==> config.mk <==
export PLATFORM = sky130hd
export DESIGN_NAME = cpu_irq_ctrl
export DESIGN_NICKNAME = d
export VERILOG_FILES = /design/src/rtl/cpu_irq_pkg.sv /design/src/rtl/irq_mask_reg.sv /design/src/rtl/irq_status_bank.sv /design/src/rtl/irq_lowest_pick.sv /design/src/rtl/cpu_irq_ctrl.sv
export SDC_FILE = /design/constraint.sdc
export NUM_CORES = 1
export LEC_CHECK = 0
export BUFFER_PORTS_ARGS = -buffer_cell sky130_fd_sc_hd__buf_4
export CAP_MARGIN = 10
export CORE_MARGIN = 4
export CORE_UTILIZATION = 55
export CTS_CLUSTER_SIZE = 8
export DETAILED_ROUTE_END_ITERATION = 8
export MAX_ROUTING_LAYER = met4
export PLACE_DENSITY = 0.85
export SYNTH_ARGS = -nofsm -noshare
export SYNTH_HDL_FRONTEND = slang
export SYNTH_SLANG_ARGS = --single-unit
==> constraint.sdc <==
create_clock -name clk -period 3.46 [get_ports clk]
set_clock_uncertainty 0.15 [all_clocks]
set_input_delay 0.519 -clock clk [delete_from_list [all_inputs] [get_ports clk]]
set_output_delay 0.519 -clock clk [all_outputs]
set_load 0.02 [all_outputs]
==> src/rtl/cpu_irq_pkg.sv <==
// Package: shared types for the interrupt controller.
// Holds the acknowledge-mode selector and the register select codes.
package cpu_irq_pkg;
    typedef enum logic [1:0] {
        ACK_LEVEL     = 2'd0,
        ACK_EDGE_W1C  = 2'd1,
        ACK_LATCH_W0C = 2'd2
    } ack_mode_e;

    localparam logic SEL_MASK   = 1'b0;
    localparam logic SEL_STATUS = 1'b1;
endpackage

==> src/rtl/irq_mask_reg.sv <==
// Enable mask register.
// Loads the whole word on a write and clears to zero on reset.
// Assumes wr_en is already qualified by the register select.
module irq_mask_reg #(
    parameter int N = 32
) (
    input  logic         clk,
    input  logic         rst_n,
    input  logic         wr_en,
    input  logic [N-1:0] wdata,
    output logic [N-1:0] mask_q
);
    // Holds the enables; reset leaves every line disabled.
    always_ff @(posedge clk) begin : p_mask
        if (!rst_n)      mask_q <= '0;
        else if (wr_en)  mask_q <= wdata;
    end

    AST_MASK_RESET: assert property (@(posedge clk) !rst_n |=> mask_q == '0);
    AST_MASK_LOAD: assert property (@(posedge clk) disable iff (!rst_n)
        wr_en |=> mask_q == $past(wdata));
endmodule

==> src/rtl/irq_status_bank.sv <==
// Pending status word with a build-time acknowledge mode.
//   ACK_LEVEL     : status samples irq_in every cycle; writes are ignored.
//   ACK_EDGE_W1C  : a rising input sets a bit; writing 1 clears it; set wins.
//   ACK_LATCH_W0C : a high input sets a bit; writing 0 clears it; set wins.
// Assumes irq_in is synchronous to clk and wr_en is already qualified.
module irq_status_bank
    import cpu_irq_pkg::*;
#(
    parameter int        N    = 32,
    parameter ack_mode_e MODE = ACK_LATCH_W0C
) (
    input  logic         clk,
    input  logic         rst_n,
    input  logic [N-1:0] irq_in,
    input  logic         wr_en,
    input  logic [N-1:0] wdata,
    output logic [N-1:0] status_q
);
    logic [N-1:0] status_nxt;

    // Holds the pending bits.
    always_ff @(posedge clk) begin : p_status
        if (!rst_n) status_q <= '0;
        else        status_q <= status_nxt;
    end

    if (MODE == ACK_EDGE_W1C) begin : g_edge
        logic [N-1:0] irq_d;
        logic [N-1:0] rise;
        logic [N-1:0] clr;

        // Keeps last cycle's inputs for edge detection.
        always_ff @(posedge clk) begin : p_delay
            if (!rst_n) irq_d <= '0;
            else        irq_d <= irq_in;
        end

        // Next status: clear written ones, then apply new edges.
        always_comb begin : p_next
            rise       = irq_in & ~irq_d;
            clr        = wr_en ? wdata : '0;
            status_nxt = (status_q & ~clr) | rise;
        end

        AST_EDGE_SET_WINS: assert property (@(posedge clk) disable iff (!rst_n)
            (|rise) |=> (status_q & $past(rise)) == $past(rise));
        AST_EDGE_W1C: assert property (@(posedge clk) disable iff (!rst_n)
            (wr_en && ((wdata & rise) == '0)) |=> (status_q & $past(wdata)) == '0);
        AST_EDGE_HOLD: assert property (@(posedge clk) disable iff (!rst_n)
            !wr_en |=> (status_q & $past(status_q)) == $past(status_q));
    end else if (MODE == ACK_LATCH_W0C) begin : g_latch
        logic [N-1:0] keep;

        // Next status: written zeros clear, high inputs set.
        always_comb begin : p_next
            keep       = wr_en ? wdata : '1;
            status_nxt = (status_q & keep) | irq_in;
        end

        AST_LATCH_SET: assert property (@(posedge clk) disable iff (!rst_n)
            rst_n |=> (status_q & $past(irq_in)) == $past(irq_in));
        AST_LATCH_W0C: assert property (@(posedge clk) disable iff (!rst_n)
            wr_en |=> (status_q & ~$past(wdata) & ~$past(irq_in)) == '0);
        AST_LATCH_HOLD: assert property (@(posedge clk) disable iff (!rst_n)
            !wr_en |=> (status_q & $past(status_q)) == $past(status_q));
    end else begin : g_level
        logic unused_wr;
        assign unused_wr = ^{wr_en, wdata};

        // Next status: plain sample of the inputs.
        always_comb begin : p_next
            status_nxt = irq_in;
        end

        AST_LEVEL_TRACK: assert property (@(posedge clk) disable iff (!rst_n)
            rst_n |=> status_q == $past(irq_in));
    end
endmodule

==> src/rtl/irq_lowest_pick.sv <==
// Lowest-set-bit finder over the armed (status AND mask) vector.
// Purely combinational; idx is 0 when nothing is set.
module irq_lowest_pick #(
    parameter int N  = 32,
    parameter int IW = $clog2(N)
) (
    input  logic [N-1:0]  vec,
    output logic          valid,
    output logic [IW-1:0] idx
);
    // Scans from the top so the lowest set bit is the last to assign.
    always_comb begin : p_scan
        idx   = '0;
        valid = |vec;
        for (int i = N - 1; i >= 0; i--) begin
            if (vec[i]) idx = IW'(i);
        end
    end
endmodule

==> src/rtl/cpu_irq_ctrl.sv <==
// Top of the interrupt controller.
// Decodes the register port, combines status with mask, registers the
// request to the core and reports the lowest enabled pending line.
// Assumes synchronous inputs and a reset asserted from time zero.
module cpu_irq_ctrl
    import cpu_irq_pkg::*;
#(
    parameter int        N    = 32,
    parameter ack_mode_e MODE = ACK_LATCH_W0C,
    localparam int       IW   = $clog2(N)
) (
    input  logic          clk,
    input  logic          rst_n,
    input  logic [N-1:0]  irq_in,
    input  logic          reg_wr,
    input  logic          reg_sel,
    input  logic [N-1:0]  reg_wdata,
    output logic [N-1:0]  reg_rdata,
    output logic          cpu_irq,
    output logic          pend_valid,
    output logic [IW-1:0] pend_idx
);
    localparam logic [N-1:0] ONE = {{(N-1){1'b0}}, 1'b1};

    logic [N-1:0] mask_q;
    logic [N-1:0] status_q;
    logic [N-1:0] armed;
    logic         mask_wr;
    logic         stat_wr;

    assign mask_wr   = reg_wr && (reg_sel == SEL_MASK);
    assign stat_wr   = reg_wr && (reg_sel == SEL_STATUS);
    assign reg_rdata = (reg_sel == SEL_STATUS) ? status_q : mask_q;
    assign armed     = status_q & mask_q;

    irq_mask_reg #(.N(N)) u_mask (
        .clk    (clk),
        .rst_n  (rst_n),
        .wr_en  (mask_wr),
        .wdata  (reg_wdata),
        .mask_q (mask_q)
    );

    irq_status_bank #(.N(N), .MODE(MODE)) u_status (
        .clk      (clk),
        .rst_n    (rst_n),
        .irq_in   (irq_in),
        .wr_en    (stat_wr),
        .wdata    (reg_wdata),
        .status_q (status_q)
    );

    irq_lowest_pick #(.N(N), .IW(IW)) u_pick (
        .vec   (armed),
        .valid (pend_valid),
        .idx   (pend_idx)
    );

    // Registers the request to the core.
    always_ff @(posedge clk) begin : p_irq
        if (!rst_n) cpu_irq <= 1'b0;
        else        cpu_irq <= |armed;
    end

    AST_IRQ_LATENCY: assert property (@(posedge clk) disable iff (!rst_n)
        rst_n |=> cpu_irq == $past(|(status_q & mask_q)));
    AST_PICK_HIT: assert property (@(posedge clk) disable iff (!rst_n)
        pend_valid |-> armed[pend_idx]);
    AST_PICK_LOWEST: assert property (@(posedge clk) disable iff (!rst_n)
        pend_valid |-> (armed & ((ONE << pend_idx) - ONE)) == '0);
    AST_PICK_IDLE: assert property (@(posedge clk) disable iff (!rst_n)
        !pend_valid |-> (armed == '0) && (pend_idx == '0));
    AST_MASK_INDEP: assert property (@(posedge clk) disable iff (!rst_n)
        (!stat_wr && MODE != ACK_LEVEL) |=> (status_q & $past(status_q)) == $past(status_q));
endmodule

# Word-level counts from Yosys, hierarchy flattened
# Cells that the tools add are included.
[classes] addsub=0 mul=0 div_mod_pow=0 n_lt_le_gt_ge=0 eq_ne=0 n_shift=0 muxes=34 bitwise_logic=4 n_reduce_logical=3
[ops] operator="$mux W5" count=32
[ops] operator="$and A32 B32 Y32" count=2
[ops] operator="$mux W32" count=2
[ops] operator="$or A32 B32 Y32" count=1
[ops] operator="$reduce_or A32 Y1" count=1
[ops] operator="$logic_and A1 B1 Y1" count=2
[ops] operator="$not A1 Y1" count=1
[totals] regBits=65 latch_bits=0 ram_bits=0 mem_bits_ro=0 inputBits=68 out_inout_bits=39 mem_count=0

# Depth between registers and ports, before layout
# Gate-level depths: netlist (run 1).
[logic_depth] ltp_word=33 depth_mapped=6

# Hierarchy
# From an unflattened synthesis (run 1), not the netlist that was laid out.
[hier_totals] hier_cells=386 area_unflattened_um2=3711.1
[by_module_without_submodules] mod="irq_status_bank" instances=1 cells_each=134 area_each_um2=1370.1
[by_module_without_submodules] mod="irq_mask_reg" instances=1 cells_each=103 area_each_um2=1243.7
[by_module_without_submodules] mod="cpu_irq_ctrl" instances=1 cells_each=84 area_each_um2=711.9
[by_module_without_submodules] mod="irq_lowest_pick" instances=1 cells_each=65 area_each_um2=385.4

# Worst setup path after synthesis (run 1)
# OpenSTA, ideal clock, no wires.
[synth_timing] path_type="register -> output" start="register u_status.status_q[24]" end="output port pend_idx[2]" arrival_time_ns=1.529 required_ns=2.791 setup_slack_ns=1.262 path_stages_with_launch=6 path_buffers=0 path_cell_list="dfxtp_1 -> a22oi_1 -> o211ai_1 -> a31oi_1 -> o21bai_1 -> a311oi_1"
[synth_via] elab_chain_len=26
[synth_lines] element="start, declared" line_no="irq_status_bank.sv:17" source="output logic [N-1:0] status_q"
[synth_lines] element="start signal, assigned" line_no="irq_status_bank.sv:24" source="else status_q <= status_nxt;"
[synth_lines] element="$and A32 B32 Y32" line_no="cpu_irq_ctrl.sv:34" source="assign armed = status_q & mask_q;"
[synth_lines] element="$mux W5 (25 in a row)" line_no="irq_lowest_pick.sv:16" source="if (vec[i]) idx = IW'(i);"
[synth_lines] element="end, declared" line_no="cpu_irq_ctrl.sv:21" source="output logic [IW-1:0] pend_idx"
# Every way passes these cells.

# Worst setup path after layout (run 1)
[layout_timing] start="register u_status.status_q[8]" end="output port pend_idx[0]"
[layout_via] elab_chain_len=10
[layout_lines] element="$and A32 B32 Y32" line_no="cpu_irq_ctrl.sv:34"
[layout_lines] element="$mux W5 (9 in a row)" line_no="irq_lowest_pick.sv:16"
# Every way passes these cells.

==> impl_results.md, run 1 <==
* Port Buf Inserts at 106
* Post-DR vias/cell at 5.81
* Crit-path max FO at 4
* Yosys warning count at 0
* Pleak at 0.00184 µW
* Post-Syn Area per Cell at 9.00 µm²
* # fillers at 465
* Routed WL at 9140 µm
* Area of the multi-input gates at 0.00190 mm²
* CP Launch Type: flip-flop
* Starting density of the core at 0.582
* Most frequent cells in the layout: buf_4, nand2_1, dfxtp_1
* Via Count at 3140
* Seq cells post-synth at 65
* Clock-pin slew on the worst setup and hold paths at 0.07 ns
* GP Congestion at 0.855
* Hold path depth at 2
* Tot Pwr at 1870 µW
* Antenna Nets Post-Route at 0
* Seq/Total Area, Yosys at 0.396
* WL per Instance at 16.9 µm
* Final instance area at 0.00429 mm²
* Flop2flop setup slack at 1.67 ns
* R2r endpoint: cpu_irq
* Worst slew margin at 0.517
* Final HPWL DP at 6490 µm
* Most common cell after layout, fill and taps aside: buf_4
* Setup Viol. Count Final at 0
* Mapped cell area at 0.00329 mm²
* Clock Latency Late Sink at 0.34 ns
* Rows at 27
* Postcts setup bufs at 0
* Non-filler cells, final at 540
* Final Slew Violations at 0
* DRT iter0 DRCs at 179
* Sequential cell area at 0.00130 mm²
* Status: complete, no violations
* Setup TNS at 0 ns
* RSZ-0062 raised after global routing: false
* Syn Inst Count at 365
* Yosys top cell by area: dfxtp_1
* Synth cell types at 39
* Critical Path Sink Type: primary output
* Slew @ Worst Pin at 0.722 ns
* Hold Crit Start: irq_in[24]
* Crit path time final at 2.65 ns
* Largest net degree at the start of global routing at 66
* Hold buffers post-CTS at 0
* CTS root buffer: clkbuf_8
* First drt pass iteration count at 6
* Max-cap viol count at 0
* Vias in the first global route at 3079
* Initial antenna violation count at 0
* Final net count at 532
* TritonCTS Buffers at 9
* First-pass GRT wire length at 14800 µm
* Ranking of synthesized cells by area: dfxtp_1, o21a_1, mux2_2
* Pwr Density at 436 mW/mm²
* Placed Area at 0.00411 mm²
* Sink Count at 65
* Clk buf depth at 2
* GR Util All Layers at 0.262
* Worst hold path type: in2reg
* Critical path required time at 2.79 ns
* Worst Hold Path EP: u_status.status_q[24]
* Drt drc at 0
* Cell Count Post-Placement at 525
* CTS tree: done
* Share of cells above drive strength 1 at 0.344
* Die ar. at 0.00727 mm²
* Period Utilization, post-route at 0.767
* Fmax at 0.377 GHz
* # H-tree levels at 3
* Syn Nets at 433
* Die Width at 85.3 µm
* Final Hold Fails at 0
* GRT overflow at 0
* Area of the core at 0.00564 mm²
* Die Y at 85.3 µm
* Crit Path Class: reg2out
* I/O pins at 107
* Worst r2r path cells at 5
* Launching point of the worst reg2reg path: u_status.status_q[1]
* Number of inserted diodes at 0
* Crit path DAT at 1.98 ns
* Worst VDD drop at 0.315 mV
* Post-cts resize count at 0
* Synth top area share at 0.396
* Synthesis-to-layout area growth at 30.6%
worst max-delay path by stage:
stage,from,endpoint,slack [ns],cells after the start
finish,u_status.status_q[8],pend_idx[0],0.81,6
global route,u_mask.mask_q[8],pend_idx[0],0.69,6
CTS,u_mask.mask_q[8],pend_idx[0],0.79,6
detailed placement,reg_sel,u_status.status_q[1],1.07,5
global placement,reg_sel,u_status.status_q[29],1.09,5
floorplan,u_status.status_q[24],pend_idx[2],1.26,5
cells in the mapped netlist, drive strengths merged:
cell type  number
nand2          86
nand3           4
a21oi           2
a31oi           2
a221o           1
a21o            2
buf             6
a211oi          2
o21ai           3
nor2b           1
and2            2
nor2            4
a21bo           1
a22oi          12
o21a           64
a21boi         32
a22o            4
nand4           3
a311oi          2
nand3b          1
a32oi           2
inv             1
clkbuf         15
mux2           32
o21bai          1
a221oi          1
or3             1
o211ai          3
dfxtp          65
nand2b          2
o22ai           1
nor3            1
a32o            4
a222oi          2
cells by family after synthesis:
logic type | Yosys count | share of synthesized area
AO/OA/AOI/OAI | 141 | 0.330
buffers and inverters | 22 | 0.0263
flip-flops | 65 | 0.396
multiplexers | 32 | 0.110
AND/OR/NAND/NOR | 105 | 0.138
routing by layer:
metal	up-vias	global-route usage	wire [µm]	part of all wire
met4	0	0.101	182	0.020
li1	1517	-	-	-
met2	117	0.418	4360	0.48
met1	1489	0.326	4070	0.45
met3	17	0.0505	528	0.058
met5	-	-	0	0
final cells by class:
type	count	share of cell area
flip-flops and latches	65	0.303
well taps	72	0.0210
multi-input cells	278	0.443
clock buffers	11	0.0306
repair buffers	109	0.191
inverters	1	0.000875
clock inverters	4	0.0105
where the power goes:
part           switching (µW)  leakage (µW)  internal (µW)
combinational             203       0.00121            214
clock                     284     0.0000929            326
sequential               50.7      0.000538            795
registers in the layout, summed over array words and instances (netlist names):
register and cells:
u_mask.mask_q 32, cpu_irq 1, u_status.status_q 32
critical path: stages (launching register included):
cell,delay (ns)
dfxtp_1,0.35
nand2_1,0.14
a32o_1,0.31
a221o_1,0.37
a311oi_1,0.22
nor2_1,0.10
buf_4,0.16
through the flow:
stage / worst slack, ns / hold WS [ns] / utilization
4_1_cts: 0.792 / 0.222 / 0.760
2_1_floorplan: 1.26 / 0.296 / -
3_5_place_dp: 1.07 / 0.324 / 0.729
3_3_place_gp: 1.09 / 0.311 / 0.729
6_report: 0.807 / 0.228 / 0.760
5_1_grt: 0.687 / 0.221 / 0.760
Power figures use the tool's default switching activity.
==> inputs of run 2 (changes only) <==
CORE_UTILIZATION = 46   (was 55)
PLACE_DENSITY = 0.75   (was 0.85)
clock period = 2.3 ns   (was 3.46 ns; I/O delays follow)
==> run 2 against run 1 <==
  * The run now ends with setup timing left
  * Register-to-register slack worse by 1.1 ns
  * Sequential cell count unchanged
  * Final cell count up 6.9%
  * Global-route usage down 3.5 points
  * Critical path depth unchanged
  * First-iteration DRC count down 9.5%
  * Sequential power up 51%
  * Largest power group unchanged
  * Clock power up 42%
==> impl_results.md, run 2 (synthesis results as in run 1) <==
* Status: finished, violations left
* Failing checks: setup timing
* Worst hold path type: in2reg
* CP Launch Type: flip-flop
* Max-cap viol count at 0
* Antenna Nets Post-Route at 0
* Critical Path Sink: pend_idx[0]
* Port Buf Inserts at 106
* R2r endpoint: cpu_irq
* Flop2flop setup slack at 0.56 ns
* Via Count at 3142
* Fmax at 0.421 GHz
* Fin util at 0.664
* Largest net degree at the start of global routing at 66
* Drt drc at 0
* Slew @ Worst Pin at 0.613 ns
* Final setup margin at -0.0740 ns
* First drt pass iteration count at 5
* GR Util All Layers at 0.226
* Worst slew margin at 0.591
* Most frequent cells in the layout: buf_4, nand2_1, o21a_1
* RSZ-0062 raised after global routing: true
* Initial antenna violation count at 0
* GP Congestion at 0.806
* Critical Path Sink Type: primary output
* Crit path time final at 2.37 ns
* WL per Instance at 16.1 µm
* Most common cell after layout, fill and taps aside: buf_4
* Area of the core at 0.00687 mm²
* Switching pwr at 812 µW
* Final net count at 547
* Int Pwr at 2030 µW
* Hold buffers post-CTS at 0
* Pwr Density at 623 mW/mm²
* Setup Viol. Count Final at 2
* CTS root buffer: clkbuf_8
* Synthesis-to-layout area growth at 38.9%
* Sequential share of power at 0.449
* Period Utilization, post-route at 1.03
* Pleak at 0.00196 µW
* Crit-path slowest cell: dfxtp_2
* Starting density of the core at 0.478
* Worst VDD drop at 0.307 mV
* Routed WL at 9270 µm
* Crit path DAT at 1.88 ns
* Clock share of power at 0.304
* CP max stage delay at 0.35 ns
* Top delay family on crit path: compound AO/OA/AOI/OAI gates
* Clock Latency Late Sink at 0.34 ns
* Final HPWL DP at 6600 µm
* GRT overflow at 0
* Share of cells above drive strength 1 at 0.422
* Final Hold Fails at 0
* Post-DR vias/cell at 5.45
* Clock-pin slew on the worst setup and hold paths at 0.07 ns
* Crit. path cell count at 6
* Switching Fraction at 0.286
* DRT iter0 DRCs at 162
* # fillers at 576
* Die Width at 92.5 µm
* Tot Pwr at 2840 µW
* I/O pins at 107
* Setup crit start: u_mask.mask_q[8]
* # H-tree levels at 3
* Die ar. at 0.00856 mm²
* Die Y at 92.5 µm
* Launching point of the worst reg2reg path: u_mask.mask_q[14]
* Final Slew Violations at 0
* Crit-path max FO at 2
* Sink Count at 65
* Worst r2r path cells at 5
* Worst path cell trace: nand2_4 > a32o_1 > a221o_1 > a311oi_2 > nor2_1 > buf_4
* WP buf/inv at 1
* Clk buf depth at 2
* Crit Path Class: reg2out
* Critical path required time at 1.80 ns
* TritonCTS Buffers at 9
* CTS tree: done
* Biggest registers after layout: u_mask.mask_q (32), u_status.status_q (32), cpu_irq (1)
* Rows at 30
* Number of inserted diodes at 0
* Vias in the first global route at 3135
* Gate power share at 0.246
* Hold Crit Start: irq_in[8]
* First-pass GRT wire length at 15200 µm
## run 2: changes by cell type in the layout (fill, tap and decap cells not counted), sizes merged
cell    before  now
clkbuf      11   13
bufinv       1    0
buf        109  124
clkinv       3    0
## run 2: worst min path at each step
| stage | endpoint | depth (start not counted) |
|---|---|---|
| final | u_status.status_q[8] | 2 |
| after global routing | u_status.status_q[0] | 2 |
| after CTS | u_status.status_q[8] | 2 |
| after detailed placement | u_mask.mask_q[8] | 2 |
| after global placement | u_mask.mask_q[8] | 2 |
| after floorplan | u_mask.mask_q[8] | 2 |
## run 2: what timing repair did
action,in CTS,in global routing
setup buffers,11,0
pin swaps,17,13
resized for setup,22,15
endpoints found under the setup margin,5,6
## run 2: metal layers
metal | GRT usage | vias up | part of all wire
li1 | - | 1553 | -
met1 | 0.279 | 1473 | 0.45
met2 | 0.372 | 102 | 0.48
met3 | 0.0455 | 14 | 0.059
met4 | 0.0718 | 0 | 0.013
met5 | - | - | 0
## run 2: metrics by stage
step	hold WS, ns	setup WS (ns)	area [µm²]	setup TNS (ns)	instances
final	0.0593	-0.0740	4560	-0.0770	577
after floorplan	0.296	0.276	3290	0	365
after global routing	0.0504	-0.138	4560	-0.326	577
after CTS	0.0513	-0.0920	4500	-0.118	577
after detailed placement	0.316	0.0606	4170	0	553
after global placement	0.305	0.0660	4170	0	553
## run 2: cell type report
type,count,area (µm²),share of cell area
multi-input cells,278,2010,0.441
repair buffers,124,946,0.207
well taps,96,120,0.0263
clock buffers,13,169,0.0370
inverters,1,3.75,0.000822
flip-flops and latches,65,1310,0.288
## run 2: power groups by stage
stage	Clock, µW	Sequential [µW]	Combinational, µW
floorplan	0	1280	366
global placement	0	1290	631
detailed placement	0	1290	635
CTS	885	1270	676
global route	930	1290	757
finish	865	1280	701
==> inputs of run 3 (changes only) <==
ABC_AREA = 1   (was unset)
CORE_UTILIZATION = 45   (was 46)
PLACE_DENSITY = 0.74   (was 0.75)
==> run 3 against run 2 <==
  * Sequential cell count did not move
  * Worst setup slack got worse by 0.54 ns
  * The flow still finishes with violations (setup timing)
  * Highest routed layer unchanged
  * Synthesized area down 4.9%
  * Critical path type unchanged
  * Synthesized cell count is 35% higher
  * Final cell count increased by 21%
  * Critical endpoint unchanged
==> impl_results.md, run 3 <==
* Status: finished, violations left
* Failing checks: setup timing
* CP max stage delay at 0.34 ns
* Worst Hold Path EP: u_status.status_q[31]
* TritonCTS Buffers at 9
* Critical path required time at 1.80 ns
* Period Utilization, post-route at 1.27
* DRT iter0 DRCs at 103
* Worst VDD drop at 0.375 mV
* Hold Crit Start: irq_in[31]
* Synth cell types at 15
* R2r endpoint: cpu_irq
* CTS tree: done
* Asr flop ratio synth at 0
* GR Util All Layers at 0.221
* Worst r2r path cells at 8
* Launching point of the worst reg2reg path: u_status.status_q[27]
* Fmax at 0.343 GHz
* Number of inserted diodes at 0
* Seq/Total Area, Yosys at 0.416
* Top delay family on crit path: simple AND/OR/NAND/NOR gates
* Tot Pwr at 2950 µW
* Worst hold path type: in2reg
* Initial antenna violation count at 0
* Final instance area at 0.00437 mm²
* Port Buf Inserts at 106
* Final Hold Fails at 0
* Drt drc at 0
* Die ar. at 0.00834 mm²
* Most frequent cells in the layout: nand2_1, buf_4, nor2_1
* Critical Path Sink Type: primary output
* RSZ-0062 raised after global routing: true
* Cell Count Post-Placement at 683
* Crit-path max FO at 2
* Yosys top cell by area: dfxtp_1
* WL per Instance at 12.9 µm
* Routed WL at 9050 µm
* Syn Inst Count at 494
* Setup Viol. Count Final at 2
* Crit Path Class: reg2out
* Area of the core at 0.00676 mm²
* Post-Syn Area per Cell at 6.33 µm²
* Seq cells post-synth at 65
* Synth top area share at 0.416
* Sink Count at 65
* Clock Latency Late Sink at 0.33 ns
* CP Launch Type: flip-flop
* Worst slew margin at 0.726
* Crit path time final at 2.91 ns
* Crit path DAT at 2.42 ns
* Synthesis-to-layout area growth at 39.7%
* WP buf/inv at 2
* Crit-path slowest cell: dfxtp_2
* Hold buffers post-CTS at 0
* Non-filler cells, final at 699
* Final HPWL DP at 6410 µm
* # H-tree levels at 3
* Antenna Nets Post-Route at 0
* Final setup margin at -0.613 ns
* Syn Nets at 562
* Slew @ Worst Pin at 0.411 ns
* Most common cell after layout, fill and taps aside: nand2_1
* Placed Area at 0.00414 mm²
* Rows at 30
* Clk buf depth at 2
* Die Width at 91.3 µm
* Biggest registers after layout: u_mask.mask_q (32), u_status.status_q (32), cpu_irq (1)
* First drt pass iteration count at 4
* Starting density of the core at 0.463
* Most frequent cell after synthesis: nand2_1
* I/O pins at 107
* Share of cells above drive strength 1 at 0.275
* EDFF count, synth at 0
* Vias in the first global route at 3266
* Post-DR vias/cell at 4.87
* Final net count at 683
* Final Slew Violations at 0
* Most frequent cells after synthesis: nand2_1, nor2_1, o21ai_0, dfxtp_1, inv_1
* Post-Place Setup Slack at -0.323 ns
* Pwr Density at 676 mW/mm²
* Mapped cell area at 0.00313 mm²
* Hold path depth at 3
* Yosys warning count at 0
* Main flop type after synthesis: dfxtp_1
* Max-cap viol count at 0
* GRT overflow at 0
* CTS root buffer: clkbuf_8
* Pleak at 0.00240 µW
* Crit path top cell by count: nand2_1
* GP Congestion at 0.829
* Ranking of synthesized cells by area: dfxtp_1, nand2_1, o21ai_0
* First-pass GRT wire length at 14800 µm
* Clock-pin slew on the worst setup and hold paths at 0.07 ns
* Via Count at 3406
* Die Y at 91.3 µm
* Flop2flop setup slack at 0.85 ns
* Largest net degree at the start of global routing at 36
-- run 3: report_power, final --
part / internal, µW / leakage (µW) / total [µW] / switching [µW]
combinational: 317 / 0.00175 / 707 / 389
sequential: 1210 / 0.000543 / 1270 / 63.3
clock: 551 / 0.000102 / 972 / 421
total: 2080 / 0.00240 / 2950 / 874
-- run 3: timing repair --
| action | 4_1_cts | 5_1_grt |
|---|---|---|
| pin swaps | 1 | 0 |
| setup buffers | 1 | 0 |
| resized for setup | 7 | 4 |
| endpoints found under the setup margin | 2 | 3 |
-- run 3: per-stage QoR --
stage / TNS (ns) / hold WS, ns / utilization
after detailed placement: -0.323 / 0.305 / 0.613
after global routing: -1.66 / 0.0869 / 0.646
after floorplan: -0.0452 / 0.287 / -
after global placement: -0.318 / 0.301 / 0.613
final: -0.873 / 0.101 / 0.646
after CTS: -0.927 / 0.0888 / 0.644
-- run 3: per-layer routing --
layer / global-route usage / wire (µm)
met4: 0.0477 / 28
met1: 0.276 / 4090
met5: - / 0
met3: 0.0481 / 457
met2: 0.369 / 4470
-- run 3: area by class of cell --
type	count	area (µm²)
well taps	80	100
clock inverters	3	40.0
flip-flops and latches	65	1310
multi-input cells	368	1620
inverters	39	146
fillers	637	2390
clock buffers	12	155
repair buffers	132	995
-- run 3: logic make-up (layout without fill, tap and decap cells) --
logic type      Yosys count  after routing  share of synthesized area
flops                    65             65                      0.416
simple gates            260            260                      0.333
compound gates          108            108                      0.178
buf+inv                  61            186                     0.0733
-- run 3: worst reg2reg max path: stages, from the launching register on --
cell	delay, ns
dfxtp_2	0.33
nand2_4	0.06
buf_4	0.09
nand2_1	0.08
buf_4	0.15
nor2_1	0.09
nand2_1	0.08
nor2_1	0.20
a21oi_1	0.09
-- run 3: worst max path at each step --
stage / slack [ns] / depth (start not counted) / endpoint / startpoint
6_report: -0.61 / 33 / pend_idx[0] / u_status.status_q[31]
5_1_grt: -1.07 / 33 / pend_idx[0] / u_status.status_q[31]
4_1_cts: -0.63 / 33 / pend_idx[0] / u_status.status_q[31]
3_5_place_dp: -0.32 / 33 / pend_idx[0] / u_status.status_q[31]
3_3_place_gp: -0.32 / 33 / pend_idx[0] / u_status.status_q[31]
2_1_floorplan: -0.05 / 32 / pend_idx[0] / u_status.status_q[31]
